===== src/rtl/pin_irq_detect.sv =====
`timescale 1ns/1ps
module pin_irq_detect #(
  parameter int DATA_W = 32,
  parameter int WAKE_N = 3,
  localparam int SS_W = $clog2(WAKE_N + 1)
) (
  input  logic              clk,
  input  logic              rst_n,
  input  logic              pin_level,
  input  logic [SS_W-1:0]   sleep_state,
  input  logic              wr_en,
  input  logic [DATA_W-1:0] wr_data,
  output logic [DATA_W-1:0] rd_data,
  output logic              int_status,
  output logic              wake_status,
  output logic              pending
);
  localparam int B_LVL  = 0;
  localparam int B_SNS  = 1;
  localparam int B_IEN  = 3;
  localparam int B_UNM  = 4;
  localparam int B_WAKE = 5;
  localparam int B_IST  = B_WAKE + WAKE_N;
  localparam int B_WST  = B_IST + 1;
  localparam int B_PIN  = B_WST + 1;

  logic              lvl_mode;
  logic [1:0]        sense;
  logic              int_en;
  logic              unmask;
  logic [WAKE_N-1:0] wake_en;
  logic              prev_level, prev_valid;

  logic rise, fall, edge_hit, level_hit, ev_hit;
  logic set_int, set_wake, clr_int, clr_wake;
  logic [WAKE_N-1:0] wake_sel;

  assign rise = prev_valid & pin_level & ~prev_level;
  assign fall = prev_valid & ~pin_level & prev_level;

  always_comb begin
    case (sense)
      2'b00:   edge_hit = fall;
      2'b01:   edge_hit = rise;
      2'b10:   edge_hit = rise | fall;
      default: edge_hit = 1'b0;
    endcase
  end

  assign level_hit = (sense == 2'b01) ? pin_level :
                     (sense == 2'b00) ? ~pin_level : 1'b0;
  assign ev_hit = lvl_mode ? level_hit : edge_hit;

  for (genvar g = 0; g < WAKE_N; g++) begin : g_wake
    assign wake_sel[g] = wake_en[g] && (sleep_state == SS_W'(g + 1));
  end

  assign set_int  = ev_hit & int_en;
  assign set_wake = ev_hit & (|wake_sel);
  assign clr_int  = wr_en & wr_data[B_IST];
  assign clr_wake = wr_en & wr_data[B_WST];

  always_ff @(posedge clk or negedge rst_n) begin
    if (!rst_n) begin
      lvl_mode    <= 1'b0;
      sense       <= 2'b00;
      int_en      <= 1'b0;
      unmask      <= 1'b0;
      wake_en     <= '0;
      int_status  <= 1'b0;
      wake_status <= 1'b0;
      prev_level  <= 1'b0;
      prev_valid  <= 1'b0;
    end else begin
      prev_level <= pin_level;
      prev_valid <= 1'b1;
      if (wr_en) begin
        lvl_mode <= wr_data[B_LVL];
        sense    <= wr_data[B_SNS +: 2];
        int_en   <= wr_data[B_IEN];
        unmask   <= wr_data[B_UNM];
        wake_en  <= wr_data[B_WAKE +: WAKE_N];
      end
      int_status  <= set_int  | (int_status  & ~clr_int);
      wake_status <= set_wake | (wake_status & ~clr_wake);
    end
  end

  assign pending = (int_status & unmask) | wake_status;

  always_comb begin
    rd_data = '0;
    rd_data[B_LVL]            = lvl_mode;
    rd_data[B_SNS +: 2]       = sense;
    rd_data[B_IEN]            = int_en;
    rd_data[B_UNM]            = unmask;
    rd_data[B_WAKE +: WAKE_N] = wake_en;
    rd_data[B_IST]            = int_status;
    rd_data[B_WST]            = wake_status;
    rd_data[B_PIN]            = pin_level;
  end

  assert_pend_src_R6: assert property (@(posedge clk) disable iff (!rst_n)
    pending |-> (int_status || wake_status));
  assert_mask_gate_R6: assert property (@(posedge clk) disable iff (!rst_n)
    (!unmask && !wake_status) |-> !pending);
  assert_ien_gate_R5: assert property (@(posedge clk) disable iff (!rst_n)
    $rose(int_status) |-> $past(int_en));
  assert_w1c_R7: assert property (@(posedge clk) disable iff (!rst_n)
    ($past(clr_int) && !$past(set_int)) |-> !int_status);
  assert_event_wins_R8: assert property (@(posedge clk) disable iff (!rst_n)
    $past(set_int) |-> int_status);
  assert_cfg_hold_R2: assert property (@(posedge clk) disable iff (!rst_n)
    !$past(wr_en) |-> ($stable(int_en) && $stable(sense) && $stable(wake_en)));
  assert_awake_nowake_R9: assert property (@(posedge clk) disable iff (!rst_n)
    $rose(wake_status) |-> ($past(sleep_state) != '0));
endmodule


===== config.mk =====
export PLATFORM = sky130hd
export DESIGN_NAME = pin_irq_detect
export DESIGN_NICKNAME = d
export VERILOG_FILES = /design/src/rtl/pin_irq_detect.sv
export SDC_FILE = /design/constraint.sdc
export NUM_CORES = 1
export LEC_CHECK = 0
export CAP_MARGIN = 20
export CORE_MARGIN = 5
export CORE_UTILIZATION = 31
export CTS_CLUSTER_DIAMETER = 30
export DETAILED_ROUTE_END_ITERATION = 6
export GPL_TIMING_DRIVEN = 0
export PLACE_DENSITY = 0.94
export SLEW_MARGIN = 20
export SYNTH_ARGS = -nofsm -noshare
export SYNTH_HDL_FRONTEND = slang
export SYNTH_SLANG_ARGS = --single-unit

===== constraint.sdc =====
create_clock -name clk -period 3.4 [get_ports clk]
set_input_delay 0.85 -clock clk [delete_from_list [all_inputs] [get_ports clk]]
set_output_delay 0.85 -clock clk [all_outputs]
set_load 0.01 [all_outputs]

# Yosys cells after proc, flatten, opt, wreduce, memory -nomap -nowiden
# Index checks and enable logic that the tools add are counted.
dict set report word_totals {
  output_inout_bits 35
  regBits 12
  in_bits 38
  elab_cells 42
}
dict set report op_classes {
  n_eq_ne 5
  bitwise 19
  n_reduce_logical 5
  muxes 4
}
# op n
set ops {}
lappend ops {{$and A1 B1 Y1} 11}
lappend ops {{$eq A2 B2 Y1 const B} 3}
lappend ops {{$eq A2 B1 Y1 const B} 2}
lappend ops {{$not A1 Y1} 4}
lappend ops {{$or A1 B1 Y1} 4}
lappend ops {{$logic_and A1 B1 Y1} 3}
lappend ops {{$mux W1} 3}
lappend ops {{$pmux W1 S3} 1}
lappend ops {{$reduce_or A3 Y1} 1}
lappend ops {{$logic_not A2 Y1} 1}

# Depth between registers and ports, before layout
dict set report depth {
  ltp_word 8
  mapped_depth 4
}

# Least setup slack after synthesis
# No wires, ideal clock.
dict set report synth_timing {
  path_kind {in2out}
  from {input pin_level}
  to {output rd_data[10]}
  required_ps 2550
  path_stages 1
  arrival_time_ps 969
  setup_slack_ps 1581
  path_cell_list {buf_4}
}
# item line_no
set synth_rtl {}
lappend synth_rtl {{from (decl)} 9} ;# input logic pin_level,
lappend synth_rtl {{to (decl)} 13} ;# output logic [DATA_W-1:0] rd_data,
# No word-level cell between the ends.

# Worst setup path after layout
dict set report layout_timing {
  from {input pin_level}
  to {output rd_data[10]}
}
# No word-level cell between the ends.

==> summary.md <==
| Metric | Value |
|---|---|
| Pint | `0.000287 W` |
| Yosys reg bits | `12` |
| Crit start category | `primary input` |
| Ant diodes | `0` |
| Critical path required time | `2550 ps` |
| Worst Tran Pin Value | `535 ps` |
| Power per standard cell area | `340 mW/mm^2` |
| WP buf/inv | `3` |
| Deepest clock path buffer count | `2` |
| Max FO, Critical Path | `5` |
| Synth cell types | `20` |
| 1st-iter DRT viols | `12` |
| Cell area after synthesis | `737 sq um` |
| Clock Sink Count | `12` |
| Initial antenna violation count | `0` |
| Slew Limit Fails | `0` |
| Area fraction of the dominant cell type after synthesis | `40.7%` |
| Hold-fix buffers at CTS | `0` |
| CTS tree | `yes` |
| Switching Share | `27.2%` |
| Worst VDD drop | `0.225 mV` |
| Finish-stage setup viols | `0` |
| Postcts setup bufs | `0` |
| Yosys warns | `0` |
| Delay-heaviest family, CP | `buffers and inverters` |
| Status | `complete, no violations` |
| Clk_lat worst skew | `260 ps` |
| WS Path Type | `in2out` |
| DRC errors left | `0` |
| Num ports | `73` |
| Total number of vias | `603` |
| Input/output buffers | `29` |
| # placed instances | `150` |
| Top post-synthesis cells by area | `dfrtp_1 (41%), buf_4 (28%), mux2_2 (11%), nand2_1 (3.1%), nor2b_1 (2.5%)` |
| Relative slew slack | `64.2%` |
| Number of iterations in the first detailed-routing pass | `3` |
| Final Hold Violating Endpoints | `0` |
| Antenna-violating nets left | `0` |
| Period utilization | `85.3%` |
| Mean Syn Cell Area | `10.1 sq um` |
| Area growth, synth to finish | `57.4%` |
| CP endpoint kind | `output pin` |
| Largest area contributor in the netlist | `dfrtp_1` |
| Clk root buf | `clkbuf_4` |
| Share of power burned in registers | `43.1%` |
| Largest net degree at the start of global routing | `13` |
| Initial Util | `33.0%` |
| Synth Instances | `73` |
| Vias per inst | `3.94` |
| Post-route insts no fill | `153` |
| Die area | `0.00345 sq mm` |
| Post-CTS sizing | `0` |
| Die height | `58.8 um` |
| Worst-case clock skew | `1.60 ps` |
| Clock power frac | `21.1%` |
| First-pass GRT wire length | `2.46 mm` |
| Top cell by count, worst path | `clkdlybuf4s50_1` |
| Tot GR Track Use | `9.63%` |
| Chip Width | `58.8 um` |
| CORE AREA | `0.00223 sq mm` |
| Clock-pin slew on the worst setup and hold paths | `70 ps` |
| Final net count | `165` |
| Cts bufs inserted | `3` |
| Combinational Power Share | `35.8%` |
| Fraction of layout cells with a size suffix above 1 | `30.4%` |
| Setup TNS | `0 ps` |
| CP max stage delay | `550 ps` |
| Hold Crit Class | `reg2reg` |
| Number of max-cap violations | `0` |
| Worst EP arrival | `2050 ps` |
| Final core utilization | `51.9%` |
| Std cell rows | `17` |
| Switching power total | `0.000107 W` |
| GP Congestion | `0.786` |
| Gr ovfl total | `0` |
| Vias in the first global route | `545` |
| Final min period | `2900 ps` |
| RSZ-0062 raised after global routing | `no` |
| Final wirelength | `1.72 mm` |
| Total Power | `0.000394 W` |
| Max stage delay cell, worst path | `clkdlybuf4s50_1` |
| CTS H-tree lvls | `1` |
| Seq/Total Area, Yosys | `40.7%` |
| Max Clk Rate | `0.345 GHz` |
| Drt wl/cell | `11.2 um` |
| Leak | `0.578 nW` |
| Crit-path cells | `clkdlybuf4s50_1 > buf_4 > clkdlybuf4s50_1` |
[kinds of logic after synthesis]
family / after synthesis / synth area share (%)
flip-flops: 12 / 40.7
AND/OR/NAND/NOR: 13 / 8.49
buffers and inverters: 29 / 28.7
other: 2 / 1.02
multiplexers: 8 / 12.2
AO/OA/AOI/OAI: 9 / 8.83
[registers in the layout (all words and copies together) (netlist names)]
register	flops
lvl_mode	1
int_en	1
prev_valid	1
prev_level	1
wake_status	1
sense	2
wake_en	3
unmask	1
int_status	1
[synthesized netlist by cell type]
| master | number |
|---|---|
| buf_2 | 1 |
| nor2b_1 | 3 |
| nand2_1 | 6 |
| o221a_1 | 1 |
| mux2_1 | 1 |
| o21ai_0 | 2 |
| buf_4 | 27 |
| nand3b_1 | 1 |
| a221o_1 | 1 |
| dfrtp_1 | 12 |
| nand4_1 | 1 |
| o211ai_1 | 1 |
| inv_1 | 1 |
| nor2_1 | 2 |
| conb_1 | 2 |
| a31oi_1 | 1 |
| a21o_1 | 1 |
| a21boi_0 | 1 |
| mux2_2 | 7 |
| o21ai_1 | 1 |
[per-layer routing]
metal	GRT usage, %	vias to the layer above	part of all wire (%)
met5	0	-	0
met4	3.88	0	0
met3	3.73	0	14
met2	16.4	36	46
met1	10.7	266	40
li1	-	301	-
[layout make-up]
cell class                      instances  area, sq um
Tap cell                               28         35.0
Buffer                                 28          208
Sequential cell                        12          300
Fill cell                             222         1070
Timing Repair Buffer                   29          290
Inverter                                1         3.75
Multi-Input combinational cell         52          300
Clock buffer                            3         22.5
[power by group through the flow]
stage,combinational (W),clock [W],sequential [W]
after floorplan,0.0000721,0,0.000174
after global placement,0.000138,0,0.000171
after detailed placement,0.000141,0,0.000172
after CTS,0.000141,0.0000893,0.000170
after global routing,0.000152,0.0000999,0.000172
final,0.000141,0.0000832,0.000170
[placed cells by master (no fill, tap or decap)]
| cell type | count |
|---|---|
| o21ai_1 | 1 |
| dfrtp_1 | 12 |
| clkbuf_4 | 3 |
| buf_4 | 27 |
| a31oi_1 | 1 |
| a21boi_0 | 1 |
| a21o_1 | 1 |
| clkdlybuf4s50_1 | 29 |
| a221o_1 | 1 |
| mux2_1 | 1 |
| inv_1 | 1 |
| nand4_1 | 1 |
| mux2_2 | 7 |
| o211ai_1 | 1 |
| nor2b_1 | 3 |
| nor2_1 | 2 |
| nand2_1 | 6 |
| o21ai_0 | 2 |
| conb_1 | 22 |
| nand3b_1 | 1 |
| buf_2 | 1 |
| o221a_1 | 1 |
[stage by stage]
stage	setup slack, ps	cell area [sq um]	hold slack [ps]
finish	500	1160	545
global route	457	1160	582
CTS	485	1160	554
detailed placement	483	1140	533
global placement	506	1140	512
floorplan	1580	812	505
[worst paths after layout]
path / slack, ps / start / end / cells past startpoint
setup / recovery: 500 / pin_level / rd_data[10] / 3
hold / removal: 550 / wake_en[0] / wake_en[0] / 1
setup reg to reg: 2190 / lvl_mode / int_status / 4
hold reg to reg: 550 / wake_en[0] / wake_en[0] / 1
max in group asynchronous: 2110 / rst_n / wake_en[1] / 1
min in group asynchronous: 940 / rst_n / wake_status / 1
Note: power is estimated with default switching activity, not from simulation.
